[src/rtl/hexlcd_pkg.sv]
package hexlcd_pkg;

  typedef enum logic [1:0] {WS_IDLE, WS_SETUP, WS_PULSE, WS_DONE} wr_state_e;
  typedef enum logic [2:0] {SQ_PWR, SQ_ISSUE, SQ_WAIT, SQ_DLY, SQ_IDLE} seq_state_e;

  localparam int unsigned N_INIT   = 4;
  localparam int unsigned N_DIGITS = 4;
  localparam int unsigned IDX_W    = 2;

  // power-up instruction list; index 2 is the clear
  function automatic logic [7:0] init_cmd(input logic [IDX_W-1:0] idx);
    case (idx)
      2'd0:    return 8'h3C;
      2'd1:    return 8'h0F;
      2'd2:    return 8'h01;
      default: return 8'h06;
    endcase
  endfunction

  function automatic logic [7:0] nib_ascii(input logic [3:0] n);
    if (n > 4'd9) return {4'h0, n} + 8'h37;
    else          return {4'h0, n} + 8'h30;
  endfunction

endpackage

[src/rtl/hexlcd_strobe.sv]
module hexlcd_strobe
  import hexlcd_pkg::*;
#(
  parameter int unsigned E_HIGH = 7
) (
  input  logic       clk_i,
  input  logic       rst_ni,
  input  logic       start_i,
  input  logic       rs_i,
  input  logic [7:0] byte_i,
  output logic       done_o,
  output logic       lcd_rs_o,
  output logic       lcd_e_o,
  output logic [7:0] lcd_data_o
);
  localparam int unsigned CW = $clog2(E_HIGH + 1);

  wr_state_e     state_q;
  logic [CW-1:0] cnt_q;
  logic          rs_q;
  logic [7:0]    data_q;

  always_ff @(posedge clk_i or negedge rst_ni) begin
    if (!rst_ni) begin
      state_q <= WS_IDLE;
      cnt_q   <= '0;
      rs_q    <= 1'b0;
      data_q  <= '0;
    end else begin
      case (state_q)
        WS_IDLE: if (start_i) begin
          rs_q    <= rs_i;
          data_q  <= byte_i;
          state_q <= WS_SETUP;
        end
        WS_SETUP: begin
          cnt_q   <= '0;
          state_q <= WS_PULSE;
        end
        WS_PULSE: begin
          if (cnt_q == CW'(E_HIGH - 1)) state_q <= WS_DONE;
          else                          cnt_q   <= cnt_q + 1'b1;
        end
        default: state_q <= WS_IDLE;
      endcase
    end
  end

  assign lcd_e_o    = (state_q == WS_PULSE);
  assign done_o     = (state_q == WS_DONE);
  assign lcd_rs_o   = rs_q;
  assign lcd_data_o = data_q;

  // checker: independent width counter
  logic [CW-1:0] hi_cnt_q;
  always_ff @(posedge clk_i or negedge rst_ni) begin
    if (!rst_ni)      hi_cnt_q <= '0;
    else if (lcd_e_o) hi_cnt_q <= hi_cnt_q + 1'b1;
    else              hi_cnt_q <= '0;
  end

  a_r4_bus_stable: assert property (@(posedge clk_i) disable iff (!rst_ni)
    (lcd_e_o || $past(lcd_e_o)) |-> $stable({lcd_rs_o, lcd_data_o}));

  a_r4_pulse_width: assert property (@(posedge clk_i) disable iff (!rst_ni)
    $fell(lcd_e_o) |-> (hi_cnt_q == CW'(E_HIGH)));

  a_r4_pulse_bound: assert property (@(posedge clk_i) disable iff (!rst_ni)
    lcd_e_o |-> (hi_cnt_q < CW'(E_HIGH)));

endmodule

[src/rtl/hexlcd_delay.sv]
module hexlcd_delay #(
  parameter int unsigned TW        = 8,
  parameter int unsigned RESET_VAL = 10
) (
  input  logic          clk_i,
  input  logic          rst_ni,
  input  logic          load_i,
  input  logic [TW-1:0] val_i,
  output logic          zero_o
);
  logic [TW-1:0] cnt_q;

  // reset value doubles as the power-up wait
  always_ff @(posedge clk_i or negedge rst_ni) begin
    if (!rst_ni)            cnt_q <= TW'(RESET_VAL);
    else if (load_i)        cnt_q <= val_i;
    else if (cnt_q != '0)   cnt_q <= cnt_q - 1'b1;
  end

  assign zero_o = (cnt_q == '0);

endmodule

[src/rtl/hexlcd_seq.sv]
module hexlcd_seq
  import hexlcd_pkg::*;
#(
  parameter int unsigned TW        = 8,
  parameter int unsigned CMD_TICKS = 10,
  parameter int unsigned CLR_TICKS = 20,
  parameter int unsigned CHR_TICKS = 300
) (
  input  logic          clk_i,
  input  logic          rst_ni,
  input  logic          in_valid_i,
  input  logic [15:0]   in_data_i,
  output logic          in_ready_o,
  output logic          wr_start_o,
  output logic          wr_rs_o,
  output logic [7:0]    wr_byte_o,
  input  logic          wr_done_i,
  output logic          tmr_load_o,
  output logic [TW-1:0] tmr_val_o,
  input  logic          tmr_zero_i
);
  seq_state_e       state_q;
  logic [IDX_W-1:0] idx_q;
  logic             is_data_q;
  logic [15:0]      val_q;
  logic [3:0]       nib;

  localparam logic [IDX_W-1:0] LAST_INIT  = IDX_W'(N_INIT - 1);
  localparam logic [IDX_W-1:0] LAST_DIGIT = IDX_W'(N_DIGITS - 1);

  always_ff @(posedge clk_i or negedge rst_ni) begin
    if (!rst_ni) begin
      state_q   <= SQ_PWR;
      idx_q     <= '0;
      is_data_q <= 1'b0;
      val_q     <= '0;
    end else begin
      case (state_q)
        SQ_PWR: if (tmr_zero_i) begin
          idx_q     <= '0;
          is_data_q <= 1'b0;
          state_q   <= SQ_ISSUE;
        end
        SQ_ISSUE: state_q <= SQ_WAIT;
        SQ_WAIT:  if (wr_done_i) state_q <= SQ_DLY;
        SQ_DLY: if (tmr_zero_i) begin
          if (idx_q == (is_data_q ? LAST_DIGIT : LAST_INIT)) begin
            idx_q   <= '0;
            state_q <= SQ_IDLE;
          end else begin
            idx_q   <= idx_q + 1'b1;
            state_q <= SQ_ISSUE;
          end
        end
        SQ_IDLE: if (in_valid_i) begin
          val_q     <= in_data_i;
          is_data_q <= 1'b1;
          idx_q     <= '0;
          state_q   <= SQ_ISSUE;
        end
        default: state_q <= SQ_PWR;
      endcase
    end
  end

  // most significant nibble first
  always_comb begin
    case (idx_q)
      2'd0:    nib = val_q[15:12];
      2'd1:    nib = val_q[11:8];
      2'd2:    nib = val_q[7:4];
      default: nib = val_q[3:0];
    endcase
  end

  assign in_ready_o = (state_q == SQ_IDLE);
  assign wr_start_o = (state_q == SQ_ISSUE);
  assign wr_rs_o    = is_data_q;
  assign wr_byte_o  = is_data_q ? nib_ascii(nib) : init_cmd(idx_q);
  assign tmr_load_o = (state_q == SQ_WAIT) && wr_done_i;

  always_comb begin
    if (is_data_q)          tmr_val_o = TW'(CHR_TICKS);
    else if (idx_q == 2'd2) tmr_val_o = TW'(CLR_TICKS);
    else                    tmr_val_o = TW'(CMD_TICKS);
  end

  a_r5_no_write_in_delay: assert property (@(posedge clk_i) disable iff (!rst_ni)
    wr_start_o |-> tmr_zero_i);

  a_r8_accept_drops_ready: assert property (@(posedge clk_i) disable iff (!rst_ni)
    (in_valid_i && in_ready_o) |=> !in_ready_o);

endmodule

[src/rtl/hexlcd_ctrl.sv]
module hexlcd_ctrl
  import hexlcd_pkg::*;
#(
  parameter int unsigned CLK_HZ = 50_000_000,
  parameter int unsigned E_HIGH = 7,
  parameter int unsigned PWR_MS = 30,
  parameter int unsigned CMD_MS = 1,
  parameter int unsigned CLR_MS = 2,
  parameter int unsigned CHR_MS = 30
) (
  input  logic        clk_i,
  input  logic        rst_ni,
  input  logic        in_valid_i,
  input  logic [15:0] in_data_i,
  output logic        in_ready_o,
  output logic        lcd_rs_o,
  output logic        lcd_rw_o,
  output logic        lcd_e_o,
  output logic [7:0]  lcd_data_o
);
  localparam int unsigned TICKS_MS = CLK_HZ / 1000;
  localparam int unsigned PWR_T    = PWR_MS * TICKS_MS;
  localparam int unsigned CMD_T    = CMD_MS * TICKS_MS;
  localparam int unsigned CLR_T    = CLR_MS * TICKS_MS;
  localparam int unsigned CHR_T    = CHR_MS * TICKS_MS;
  localparam int unsigned MAX_A    = (PWR_T > CHR_T) ? PWR_T : CHR_T;
  localparam int unsigned MAX_B    = (CLR_T > CMD_T) ? CLR_T : CMD_T;
  localparam int unsigned MAX_T    = (MAX_A > MAX_B) ? MAX_A : MAX_B;
  localparam int unsigned TW       = $clog2(MAX_T + 1);

  logic          wr_start, wr_rs, wr_done;
  logic [7:0]    wr_byte;
  logic          tmr_load, tmr_zero;
  logic [TW-1:0] tmr_val;

  hexlcd_seq #(
    .TW(TW), .CMD_TICKS(CMD_T), .CLR_TICKS(CLR_T), .CHR_TICKS(CHR_T)
  ) u_seq (
    .clk_i, .rst_ni, .in_valid_i, .in_data_i, .in_ready_o,
    .wr_start_o(wr_start), .wr_rs_o(wr_rs), .wr_byte_o(wr_byte),
    .wr_done_i(wr_done), .tmr_load_o(tmr_load), .tmr_val_o(tmr_val),
    .tmr_zero_i(tmr_zero)
  );

  hexlcd_delay #(.TW(TW), .RESET_VAL(PWR_T)) u_delay (
    .clk_i, .rst_ni, .load_i(tmr_load), .val_i(tmr_val), .zero_o(tmr_zero)
  );

  hexlcd_strobe #(.E_HIGH(E_HIGH)) u_strobe (
    .clk_i, .rst_ni, .start_i(wr_start), .rs_i(wr_rs), .byte_i(wr_byte),
    .done_o(wr_done), .lcd_rs_o, .lcd_e_o, .lcd_data_o
  );

  assign lcd_rw_o = 1'b0;

  a_r3_instr_set: assert property (@(posedge clk_i) disable iff (!rst_ni)
    (lcd_e_o && !lcd_rs_o) |-> (lcd_data_o inside {8'h3C, 8'h0F, 8'h01, 8'h06}));

  a_r6_char_hex: assert property (@(posedge clk_i) disable iff (!rst_ni)
    (lcd_e_o && lcd_rs_o) |->
      ((lcd_data_o >= 8'h30 && lcd_data_o <= 8'h39) ||
       (lcd_data_o >= 8'h41 && lcd_data_o <= 8'h46)));

  a_r8_ready_quiet: assert property (@(posedge clk_i) disable iff (!rst_ni)
    in_ready_o |-> !lcd_e_o);

endmodule

[config.mk]
export PLATFORM = sky130hd
export DESIGN_NAME = hexlcd_ctrl
export DESIGN_NICKNAME = d
export VERILOG_FILES = /design/src/rtl/hexlcd_pkg.sv /design/src/rtl/hexlcd_strobe.sv /design/src/rtl/hexlcd_delay.sv /design/src/rtl/hexlcd_seq.sv /design/src/rtl/hexlcd_ctrl.sv
export SDC_FILE = /design/constraint.sdc
export NUM_CORES = 1
export LEC_CHECK = 0
export BUFFER_PORTS_ARGS = -buffer_cell sky130_fd_sc_hd__buf_2
export CAP_MARGIN = 20
export CORE_MARGIN = 3
export CORE_UTILIZATION = 45
export CTS_CLUSTER_DIAMETER = 100
export DETAILED_ROUTE_END_ITERATION = 8
export SLEW_MARGIN = 20
export SYNTH_ARGS = -nofsm -noshare
export SYNTH_HDL_FRONTEND = slang
export SYNTH_SLANG_ARGS = --single-unit
[constraint.sdc]
create_clock -name clk_i -period 3.65 [get_ports clk_i]
set_input_delay 0.365 -clock clk_i [delete_from_list [all_inputs] [get_ports clk_i]]
set_output_delay 0.365 -clock clk_i [all_outputs]
set_load 0.1 [all_outputs]
==> summary.md, run 1 <==
| Metric | Value |
|---|---|
| Global route overflow | `0` |
| Synthesis warning total | `0` |
| Std cell rows | `29` |
| Largest net degree at the start of global routing | `approximately 40` |
| Clock sink count | `56` |
| Final min period | `roughly 3000 ps` |
| Met2 Track Usage GR | `between 30 and 40%` |
| VDD IR max | `167 uV` |
| RSZ-0062 raised after global routing | `no` |
| Syn_area_per_cell | `9.15 um^2` |
| Final Hold Fails | `0` |
| Clock-pin slew on the worst setup and hold paths | `90 ps` |
| Cell area after synthesis | `roughly 3100 um^2` |
| Max Clock Freq | `0.333 GHz` |
| Status | `finished, final reports clean` |
| DR vias | `roughly 2500` |
| Post-cts resize count | `0` |
| Fill count | `between 600 and 700` |
| Ant. Diodes | `0` |
| IO buf count | `28` |
| Post-synth top flop | `dfrtp_1` |
| Total GRT Usage | `19.7%` |
| Vias in the first global route | `around 2500` |
| Hold/Removal Path Class | `input pin to async pin` |
| Max-Cap Viols | `0` |
| Global-route met1 utilization | `28.7%` |
| Setup CP Type | `flip-flop to flip-flop` |
| Die ar. | `7990 um^2` |
| Worst setup EP type | `flip-flop` |
| Comb power frac | `about 3.1%` |
| Gr busiest metal | `met2` |
| CTS tree | `done` |
| Setup Buffers After CTS | `0` |
| Async S/R FF share, synth | `100%` |
| WL/cell | `about 16 um` |
| Leakage | `around 1.6 nW` |
| Via-to-Cell Ratio | `between 5 and 6` |
| Nets@finish | `between 400 and 500` |
| Drt total wl | `between 7 and 8 mm` |
| Initial antenna violation count | `0` |
| Worst skew pair latency | `310 ps` |
| Pwr Density | `between 200 and 300 nW/um^2` |
| IO Count | `31` |
| Final period util | `between 80% and 90%` |
| TritonCTS Buffers | `5` |
| Area leader, netlist | `dfrtp_1` |
| Die Height | `89.4 um` |
| Die W | `slightly below 90 um` |
| Iter 0 DRT Violations | `between 150 and 200` |
| Worst reg2reg startpoint | `u_seq.idx_q[0]` |
| Max clock buf depth | `2` |
| Share of cells above drive strength 1 | `between 10% and 20%` |
| Clk_skew | `7.68 ps` |
| Worst reg2reg endpoint | `u_strobe.lcd_data_o[0]` |
| Worst-margin pin slew | `between 900 and 1000 ps` |
| Gate count of the mapped netlist | `between 300 and 400` |
| Internal power | `between 0.7 and 0.8 mW` |
| Slew Viols, Final | `0` |
| Worst slew margin | `37.9%` |
| First-pass GRT wire length | `around 12 mm` |
| Placed cells | `approximately 440` |
| Netlist cell types | `just under 60` |
| DRC Markers | `0` |
| Drt first pass iters | `4` |
| Final GP Congestion | `roughly 0.87` |
| Starting density of the core | `47.9%` |
| # H-tree levels | `2` |
| R2R setup slack | `roughly 640 ps` |
| CP arrival | `3250 ps` |
| Detail Route Antenna Nets | `0` |
| Switching share of power | `22.0%` |
| Synth top area cells | `dfrtp_1 37%, dfstp_2 8.4%, nand2_1 8.4%` |
| Fin cells | `between 400 and 500` |
| Sequential Power Share | `approximately 60%` |
| Reg2reg path depth | `10` |
| Sw power | `around 0.22 mW` |
| Clock group share of total power | `35.1%` |
| Area Growth Syn to Fin | `9.80%` |
| Met3 Use GR | `3.50%` |
| Startpoint class of the critical path | `flip-flop` |
| Critical Path RT | `~3900 ps` |
| Seq cells post-synth | `56` |
| Register area share after synthesis | `45.2%` |
| Core area | `between 6000 and 7000 um^2` |
| Clock tree root driver cell | `clkbuf_8` |
| Number of enable flip-flop cells after synthesis | `0` |
| Post-CTS Hold Buffers | `0` |
| Share of the synthesized area in the top cell type | `a little under two fifths` |
| Detailed Place HPWL | `roughly 5 mm` |
| Setup TNS | `0 ps` |
| CP Max Fanout | `8` |
| Final setup violation count | `0` |
==> placed cells by master, fill, tap and decap left out, types with 3 or more instances in the layout <==
master,netlist,final
o211ai_1,3,3
or3_1,6,6
clkbuf_8,0,6
a21oi_1,14,14
dfstp_2,10,10
nand2_1,70,70
and3_1,3,3
nor3_1,5,5
buf_4,2,5
mux2i_1,6,6
inv_1,15,15
dfrtp_1,46,46
xnor2_1,8,8
or4_1,3,3
a31oi_1,6,6
nand4_1,3,3
ha_1,15,15
a222oi_1,3,3
nand3b_1,3,3
and2_1,5,5
o21ai_0,17,17
buf_2,1,28
nand3_1,9,9
nor2_1,25,25
nand2b_1,5,5
a211oi_1,5,5
==> cell families (layout without fill, tap and decap cells) <==
family	count (synthesis)	count (layout)	synth area share [%]
AND/OR/NAND/NOR	155	155	25.1
AO/OA/AOI/OAI	65	65	13.5
flip-flops	56	56	45.2
buffers and inverters	30	57	3.88
adder cells (fa/ha/maj)	15	15	6.00
XOR/XNOR	10	10	2.80
multiplexers	10	10	3.36
other	1	2	0.120
==> registers in the layout, indices dropped and copies added (netlist names) <==
| name | cells |
|---|---|
| u_delay.cnt_q | 21 |
| u_seq.val_q | 16 |
| u_strobe.lcd_data_o | 7 |
| u_seq.state_q | 3 |
| u_strobe.cnt_q | 3 |
| u_seq.idx_q | 2 |
| u_strobe.state_q | 2 |
| u_seq.wr_rs_o | 1 |
| u_strobe.lcd_rs_o | 1 |
==> metrics by stage <==
| stage | power, mW | setup slack, ps | cell area (um^2) | utilization [%] | hold slack (ps) |
|---|---|---|---|---|---|
| final | 1.00 | 643 | 3440 | 52.6 | 191 |
| after global routing | 1.05 | 347 | 3440 | 52.6 | 227 |
| after CTS | 1.02 | 626 | 3440 | 52.6 | 224 |
| after detailed placement | 0.665 | 652 | 3350 | 51.2 | 461 |
| after global placement | 0.664 | 801 | 3350 | 51.2 | 456 |
| after floorplan | 0.643 | 963 | 3130 | - | 69.4 |
==> worst max-delay path by stage <==
stage	end	startpoint	cells after the start
after floorplan	u_strobe.lcd_data_o[0]	u_seq.idx_q[0]	11
after global placement	u_strobe.lcd_data_o[0]	u_seq.idx_q[0]	10
after detailed placement	u_strobe.lcd_data_o[0]	u_seq.idx_q[0]	10
after CTS	u_strobe.lcd_data_o[0]	u_seq.idx_q[0]	10
after global routing	u_strobe.lcd_data_o[0]	u_seq.idx_q[0]	10
final	u_strobe.lcd_data_o[0]	u_seq.idx_q[0]	10
==> worst max-delay path: stages (launching register included) <==
cell      delay [ps]
dfrtp_1          420
ha_1             370
clkinv_1         300
mux2i_1          370
inv_1             90
ha_1             200
or2_2            310
a21boi_0         300
mux2i_1          170
or3_1            360
nand3_1           70
==> power groups by stage <==
stage / logic, mW / registers (mW) / clock network, mW
4_1_cts: 0.0324 / 0.621 / 0.365
6_report: 0.0314 / 0.621 / 0.352
3_3_place_gp: 0.0320 / 0.632 / 0
3_5_place_dp: 0.0323 / 0.632 / 0
5_1_grt: 0.0358 / 0.621 / 0.393
2_1_floorplan: 0.0108 / 0.632 / 0
==> area by class of cell <==
cell class                      count  area [um^2]  area share (%)
Multi-Input combinational cell    257         1600            46.5
Sequential cell                    56         1410            41.2
Timing Repair Buffer               33          178            5.17
Tap cell                           77         96.3            2.80
Clock buffer                        8         90.1            2.62
Inverter                           16         60.1            1.75
==> Yosys cell counts, types with 3 or more instances <==
library cell	n
o211ai_1	3
a31oi_1	6
o21ai_0	17
inv_1	15
nor3_1	5
a222oi_1	3
mux2i_1	6
nor2_1	25
clkbuf_1	11
a21oi_1	14
nand3b_1	3
or3_1	6
and3_1	3
dfstp_2	10
nand2b_1	5
dfrtp_1	46
nand4_1	3
and2_1	5
a211oi_1	5
nand3_1	9
xnor2_1	8
ha_1	15
or4_1	3
nand2_1	70
==> layer usage <==
metal | share of wire, % | wire (um)
met5 | 0 | 0
met4 | 0.35 | 25
met3 | 4.8 | 341
met2 | 46 | 3270
met1 | 49 | 3480
Power figures use the tool's default switching activity.
==> run 2: changes to the inputs <==
Settings changed: PLACE_DENSITY from default to 0.66.
Clock period 3.65 ns to 2.42 ns, I/O delays scaled along.
==> run 2 against run 1 <==
The run now ends with setup timing left. Sequential power rose by 51%. Critical path depth is 2 higher. Non-clock buffer count grew 29. Sequential cell count unchanged. Via count rose by 5.9%. Sequential share of layout area is 4.2 points lower. Register-to-register slack got worse by 740 ps. Global-route usage up 0.40 points. Count of clock-buffer cells in the layout decreased by 1. Critical path type unchanged. Critical endpoint unchanged. Largest power group unchanged.
==> summary.md, run 2 (same netlist as run 1, synthesis figures left out) <==
| Metric | Value |
|---|---|
| DR vias | `2692 (+5.9%)` |
| Sequential Power Share | `56.5% (-5.3 points)` |
| Biggest register | `u_delay.cnt_q` |
| Final Hold Fails | `0 (unchanged)` |
| Status | `complete, but fails checks` |
| Global route overflow | `0 (unchanged)` |
| Placed Area | `3500 um^2 (+4.7%)` |
| Via-to-Cell Ratio | `5.66 (-0.55%)` |
| CP Max Fanout | `3 (-5)` |
| Hold Slack | `115 ps (-76.1 ps)` |
| IO buf count | `28 (unchanged)` |
| Max reg flops | `21 (unchanged)` |
| Die Height | `89.4 um (unchanged)` |
| CTS tree | `done` |
| Slew Viols, Final | `0 (unchanged)` |
| First-pass GRT wire length | `12.6 mm (+2.1%)` |
| Max-Cap Viols | `0 (unchanged)` |
| Final min period | `2510 ps (-493 ps)` |
| Most frequent cells in the layout | `70 x nand2_1, 46 x dfrtp_1, 29 x buf_4` |
| VDD IR max | `222 uV (+33%)` |
| Iter 0 DRT Violations | `179 (+13%)` |
| Initial antenna violation count | `0 (unchanged)` |
| Worst-margin pin slew | `638 ps (-293 ps)` |
| Core area | `6530 um^2 (unchanged)` |
| Nets@finish | `432 (+7.2%)` |
| CP arrival | `2770 ps (-480 ps)` |
| Reg2reg path depth | `12 (+2)` |
| Clock group share of total power | `40.4% (+5.3 points)` |
| Failing checks | `setup timing` |
| WL/cell | `16.1 um (+1.1%)` |
| Drt total wl | `7.66 mm (+7.6%)` |
| Total GRT Usage | `20.1% (+0.40 points)` |
| Leakage | `1.74 nW (+11%)` |
| Worst skew pair latency | `310 ps (about the same)` |
| TritonCTS Buffers | `5 (unchanged)` |
| Switching share of power | `20.5% (-1.5 points)` |
| Ant. Diodes | `0 (unchanged)` |
| Hold path depth | `3` |
| Clk_skew | `6.63 ps (-1.05 ps)` |
| Core Util, Final | `58.6% (+6.0 points)` |
| RSZ-0062 raised after global routing | `yes` |
| Share of cells above drive strength 1 | `26.3% (+10 points)` |
| Hold/Removal Path Class | `input pin to flip-flop` |
| Critical Path RT | `2670 ps (-1220 ps)` |
| Area Growth Syn to Fin | `22.2%` |
| Detailed Place HPWL | `5.43 mm (+5.5%)` |
| Worst setup EP type | `flip-flop` |
| Die ar. | `7990 um^2 (unchanged)` |
| Register area | `1410 um^2 (unchanged)` |
| Final worst slack | `-94.5 ps (-737 ps)` |
| Final GP Congestion | `0.882 (+1.8%)` |
| IO Count | `31 (unchanged)` |
| Final non-filler cell area | `3820 um^2 (+11%)` |
| Top Registers | `u_delay.cnt_q (21), u_seq.val_q (16), u_strobe.lcd_data_o (7)` |
| Pre-CTS WS | `-198 ps (-850 ps)` |
| Power Total | `1.66 mW (+65%)` |
| Fill count | `593 (-4.4%)` |
| Final setup violation count | `4 (+4)` |
| Detail Route Antenna Nets | `0 (unchanged)` |
| Vias in the first global route | `2597 (+3.4%)` |
| Max Clock Freq | `0.398 GHz (+20%)` |
| Std cell rows | `29 (unchanged)` |
| Commonest non-fill, non-tap cell in the layout | `nand2_1` |
| Sw power | `0.339 mW (+54%)` |
| Largest net degree at the start of global routing | `32 (-22%)` |
| Clock sink count | `56 (unchanged)` |
| Clock tree root driver cell | `clkbuf_8` |
| Multi-input gate area | `1710 um^2 (+6.7%)` |
| Die W | `89.4 um (unchanged)` |
| Final period util | `104% (+22 points)` |
| DRC Markers | `0 (unchanged)` |
| Internal power | `1.32 mW (+68%)` |
| Setup CP Type | `flip-flop to flip-flop` |
| # H-tree levels | `2 (unchanged)` |
| Drt first pass iters | `4 (unchanged)` |
| Worst slew margin | `57.5% (+20 points)` |
| Pwr Density | `433 nW/um^2 (+48%)` |
| Comb power frac | `3.1% (about the same)` |
| Starting density of the core | `47.9% (unchanged)` |
| Clock-pin slew on the worst setup and hold paths | `100 ps (about the same)` |
| Startpoint class of the critical path | `flip-flop` |
| Max clock buf depth | `2 (unchanged)` |
## run 2: changes by cell type in the layout (fill, tap and decap cells not counted), sizes merged
cell | previous run | this run
clkbuf | 8 | 7
buf | 33 | 61
bufinv | 0 | 1
dlygate4sd3 | 0 | 1
## run 2: critical path: stages (launching register included)
cell      delay, ps
dfrtp_1         420
buf_4           160
ha_1            210
clkinv_2         80
mux2i_4         260
buf_6           130
inv_2            30
ha_2            160
or2_4           280
a21boi_4        190
mux2i_4         100
or3_1           350
nand3_1          80
## run 2: path summary, 6_finish.rpt
path / from / endpoint / slack (ps)
worst max-delay path: u_seq.idx_q[0] / u_strobe.lcd_data_o[0] / -90
min in group asynchronous: rst_ni / u_strobe.cnt_q[2] / 460
worst max register to register: u_seq.idx_q[0] / u_strobe.lcd_data_o[0] / -90
worst min-delay path: in_data_i[12] / u_seq.val_q[12] / 110
max in group asynchronous: rst_ni / u_delay.cnt_q[13] / 1300
worst min register to register: u_seq.val_q[15] / u_seq.val_q[15] / 490
## run 2: metal layers
metal,vias to the layer above,GRT usage [%],part of all wire [%]
met4,0,5.28,1.1
met5,-,0,0
met1,1313,27.9,47
met3,8,3.13,3.7
li1,1311,-,-
met2,60,32.9,48
## run 2: layout make-up
type | instances | area share, %
Multi-Input combinational cell | 257 | 44.6
Clock inverter | 1 | 0.785
Sequential cell | 56 | 37.0
Tap cell | 77 | 2.52
Timing Repair Buffer | 62 | 11.0
Clock buffer | 7 | 2.52
Inverter | 16 | 1.60
## run 2: metrics by stage
| stage | instances | TNS, ps |
|---|---|---|
| global placement | 456 | -10.8 |
| CTS | 473 | -68.2 |
| finish | 476 | -206 |
| floorplan | 343 | 0 |
| detailed placement | 456 | -597 |
| global route | 476 | -642 |
## run 2: timing repair
item	CTS	global route
hold buffers	1	0
gates resized for setup	15	8
pin swaps	4	5
gates cloned	0	0
setup buffers	8	3
endpoints found under the hold margin	25	0
setup endpoints to repair	4	6
## run 2: power by group through the flow
stage | clock network (mW) | logic (mW) | registers [mW]
floorplan | 0 | 0.0163 | 0.954
CTS | 0.681 | 0.0524 | 0.936
global route | 0.716 | 0.0579 | 0.936
detailed placement | 0 | 0.0512 | 0.954
finish | 0.669 | 0.0510 | 0.936
global placement | 0 | 0.0503 | 0.954
==> run 3: changes to the inputs <==
Settings changed: CORE_UTILIZATION 45 to 38, PLACE_DENSITY 0.66 to default.
==> run 3 against run 2 <==
The flow still finishes with violations (setup timing). Sequential cell count did not move. Routed wire length fell by 7.5%. Die area rose by 17%. Total power fell by 9.7%. Utilization fell by 12 points. Critical path type unchanged. Final area fell by 4.1%. Combinational power fell by 3.9%. Hold slack improved by 4.2 ps. Worst setup slack improved by 91 ps. Final cell count rose by 3.2%.
==> summary.md, run 3 (same netlist as run 1, synthesis figures left out) <==
| Metric | Value |
|---|---|
| Max clock buf depth | `2 (unchanged)` |
| Fin cells | `491 (+3.2%)` |
| Worst reg2reg endpoint | `u_strobe.lcd_data_o[0]` |
| Vias in the first global route | `2558 (-1.5%)` |
| Fill count | `780 (+32%)` |
| VDD IR max | `235 uV (+5.6%)` |
| RSZ-0062 raised after global routing | `yes` |
| Worst slew margin | `55.1% (-2.3 points)` |
| Setup CP Type | `flip-flop to flip-flop` |
| Final GP Congestion | `0.906 (+2.7%)` |
| IO buf count | `28 (unchanged)` |
| Detail Route Antenna Nets | `0 (unchanged)` |
| CTS tree | `done` |
| Drt total wl | `7.08 mm (-7.5%)` |
| Largest net degree at the start of global routing | `22 (-31%)` |
| Placed Area | `3510 um^2 (+0.32%)` |
| Area Growth Syn to Fin | `17.3%` |
| DRC Markers | `0 (unchanged)` |
| Startpoint class of the critical path | `flip-flop` |
| Die ar. | `9360 um^2 (+17%)` |
| Worst skew pair latency | `310 ps (about the same)` |
| WL/cell | `14.4 um (-10%)` |
| Clock sink count | `56 (unchanged)` |
| Slew Viols, Final | `0 (unchanged)` |
| Multi-input gate area | `1660 um^2 (-2.9%)` |
| Detailed Place HPWL | `5.37 mm (-1.2%)` |
| Clock-pin slew on the worst setup and hold paths | `110 ps (about the same)` |
| Worst reg2reg startpoint | `u_seq.idx_q[0]` |
| Iter 0 DRT Violations | `173 (-3.4%)` |
| Status | `complete, but fails checks` |
| Std cell rows | `32 (+10%)` |
| Ant. Diodes | `0 (unchanged)` |
| Core Util, Final | `46.8% (-12 points)` |
| IO Count | `31 (unchanged)` |
| R2R setup slack | `-3 ps (+90 ps)` |
| First-pass GRT wire length | `12.5 mm (-0.98%)` |
| Pwr Density | `408 nW/um^2 (-5.8%)` |
| Setup TNS | `-3.05 ps (+203 ps)` |
| Most frequent cells in the layout | `70 x nand2_1, 46 x dfrtp_1, 28 x buf_2` |
| Max reg flops | `21 (unchanged)` |
| Top Registers | `u_delay.cnt_q (21), u_seq.val_q (16), u_strobe.lcd_data_o (7)` |
| Core area | `7850 um^2 (+20%)` |
| Leakage | `1.65 nW (-5.3%)` |
| Share of cells above drive strength 1 | `23.4% (-2.9 points)` |
| Via-to-Cell Ratio | `5.09 (-9.9%)` |
| Max-Cap Viols | `0 (unchanged)` |
| Initial antenna violation count | `0 (unchanged)` |
| Final non-filler cell area | `3670 um^2 (-4.1%)` |
| Clock tree root driver cell | `clkbuf_8` |
| Register area | `1410 um^2 (unchanged)` |
| CP arrival | `2680 ps (-90 ps)` |
| Nets@finish | `422 (-2.3%)` |
| Final min period | `2420 ps (-91.4 ps)` |
| Final setup violation count | `1 (-3)` |
| CP Max Fanout | `5 (+2)` |
| Total GRT Usage | `15.7% (-4.4 points)` |
| Clk_skew | `17.2 ps (+10.6 ps)` |
| Final period util | `100% (-3.8 points)` |
| Critical Path End | `u_strobe.lcd_data_o[0]` |
| Reg2reg path depth | `12 (unchanged)` |
| Die Height | `96.7 um (+8.2%)` |
| DR vias | `2501 (-7.1%)` |
| Die W | `96.7 um (+8.2%)` |
| Worst setup EP type | `flip-flop` |
| Final worst slack | `-3.05 ps (+91.4 ps)` |
| Commonest non-fill, non-tap cell in the layout | `nand2_1` |
| Final Hold Fails | `0 (unchanged)` |
| Hold/Removal Path Class | `input pin to flip-flop` |
| TritonCTS Buffers | `5 (unchanged)` |
| Worst-margin pin slew | `673 ps (+35.2 ps)` |
| Placed cells | `480 (+5.3%)` |
| Starting density of the core | `39.9% (-8.0 points)` |
| Biggest register | `u_delay.cnt_q` |
| Hold Slack | `119 ps (+4.17 ps)` |
| Pre-CTS WS | `-148 ps (+50.2 ps)` |
| Max Clock Freq | `0.413 GHz (+3.8%)` |
| Crit path from | `u_seq.idx_q[0]` |
| # H-tree levels | `2 (unchanged)` |
| Critical Path RT | `2670 ps (about the same)` |
| Drt first pass iters | `4 (unchanged)` |
| Failing checks | `setup timing` |
| Power Total | `1.50 mW (-9.7%)` |
| Global route overflow | `0 (unchanged)` |
==> run 3: cell count changes in the layout (fill, tap and decap cells not counted), sizes merged <==
cell,change
buf,-10
bufinv,-1
clkbuf,-1
clkinvlp,+1
clkinv,+1
==> run 3: worst min-delay path by stage <==
stage,startpoint,end,slack (ps),depth (start not counted)
after global placement,rst_ni,u_delay.cnt_q[2],170,1
after detailed placement,rst_ni,u_delay.cnt_q[2],170,1
after floorplan,rst_ni,u_delay.cnt_q[0],-50,0
after CTS,in_data_i[15],u_seq.val_q[15],100,3
after global routing,in_data_i[3],u_seq.val_q[3],110,3
final,in_data_i[15],u_seq.val_q[15],120,3
==> run 3: layout make-up <==
type	instances	area share [%]
well taps	102	3.48
repair buffers	52	8.80
inverters	16	1.67
clock buffers	6	1.98
multi-input cells	257	45.1
clock inverters	2	0.443
flip-flops and latches	56	38.5
==> run 3: what timing repair did <==
item | CTS | global route
endpoints found under the hold margin | 7 | 0
hold buffers | 1 | 0
resized for setup | 4 | 8
setup endpoints to repair | 4 | 4
setup buffers | 1 | 1
pin swaps | 1 | 3
==> run 3: worst max-delay path: stages, from the launching register on <==
cell and delay (ps):
dfrtp_1 430, inv_2 90, ha_2 230, a222oi_1 80, buf_4 160, mux2i_4 160, inv_1 70, ha_2 180
or2_4 280, a21boi_4 190, mux2i_2 100, or3_1 340, nand3_1 70
==> run 3: layer usage <==
metal | vias up | track usage [%] | wire length (um)
li1 | 1294 | - | -
met1 | 1163 | 22.6 | 3600
met2 | 42 | 24.9 | 3260
met3 | 2 | 2.81 | 205
met4 | 0 | 3.24 | 12
met5 | - | 0 | 0
==> run 3: where the power goes <==
part | switching [mW] | total, mW | internal (mW)
clock network | 0.304 | 0.510 | 0.207
logic | 0.0355 | 0.0490 | 0.0135
registers | 0 | 0.936 | 0.936
total | 0.339 | 1.50 | 1.16
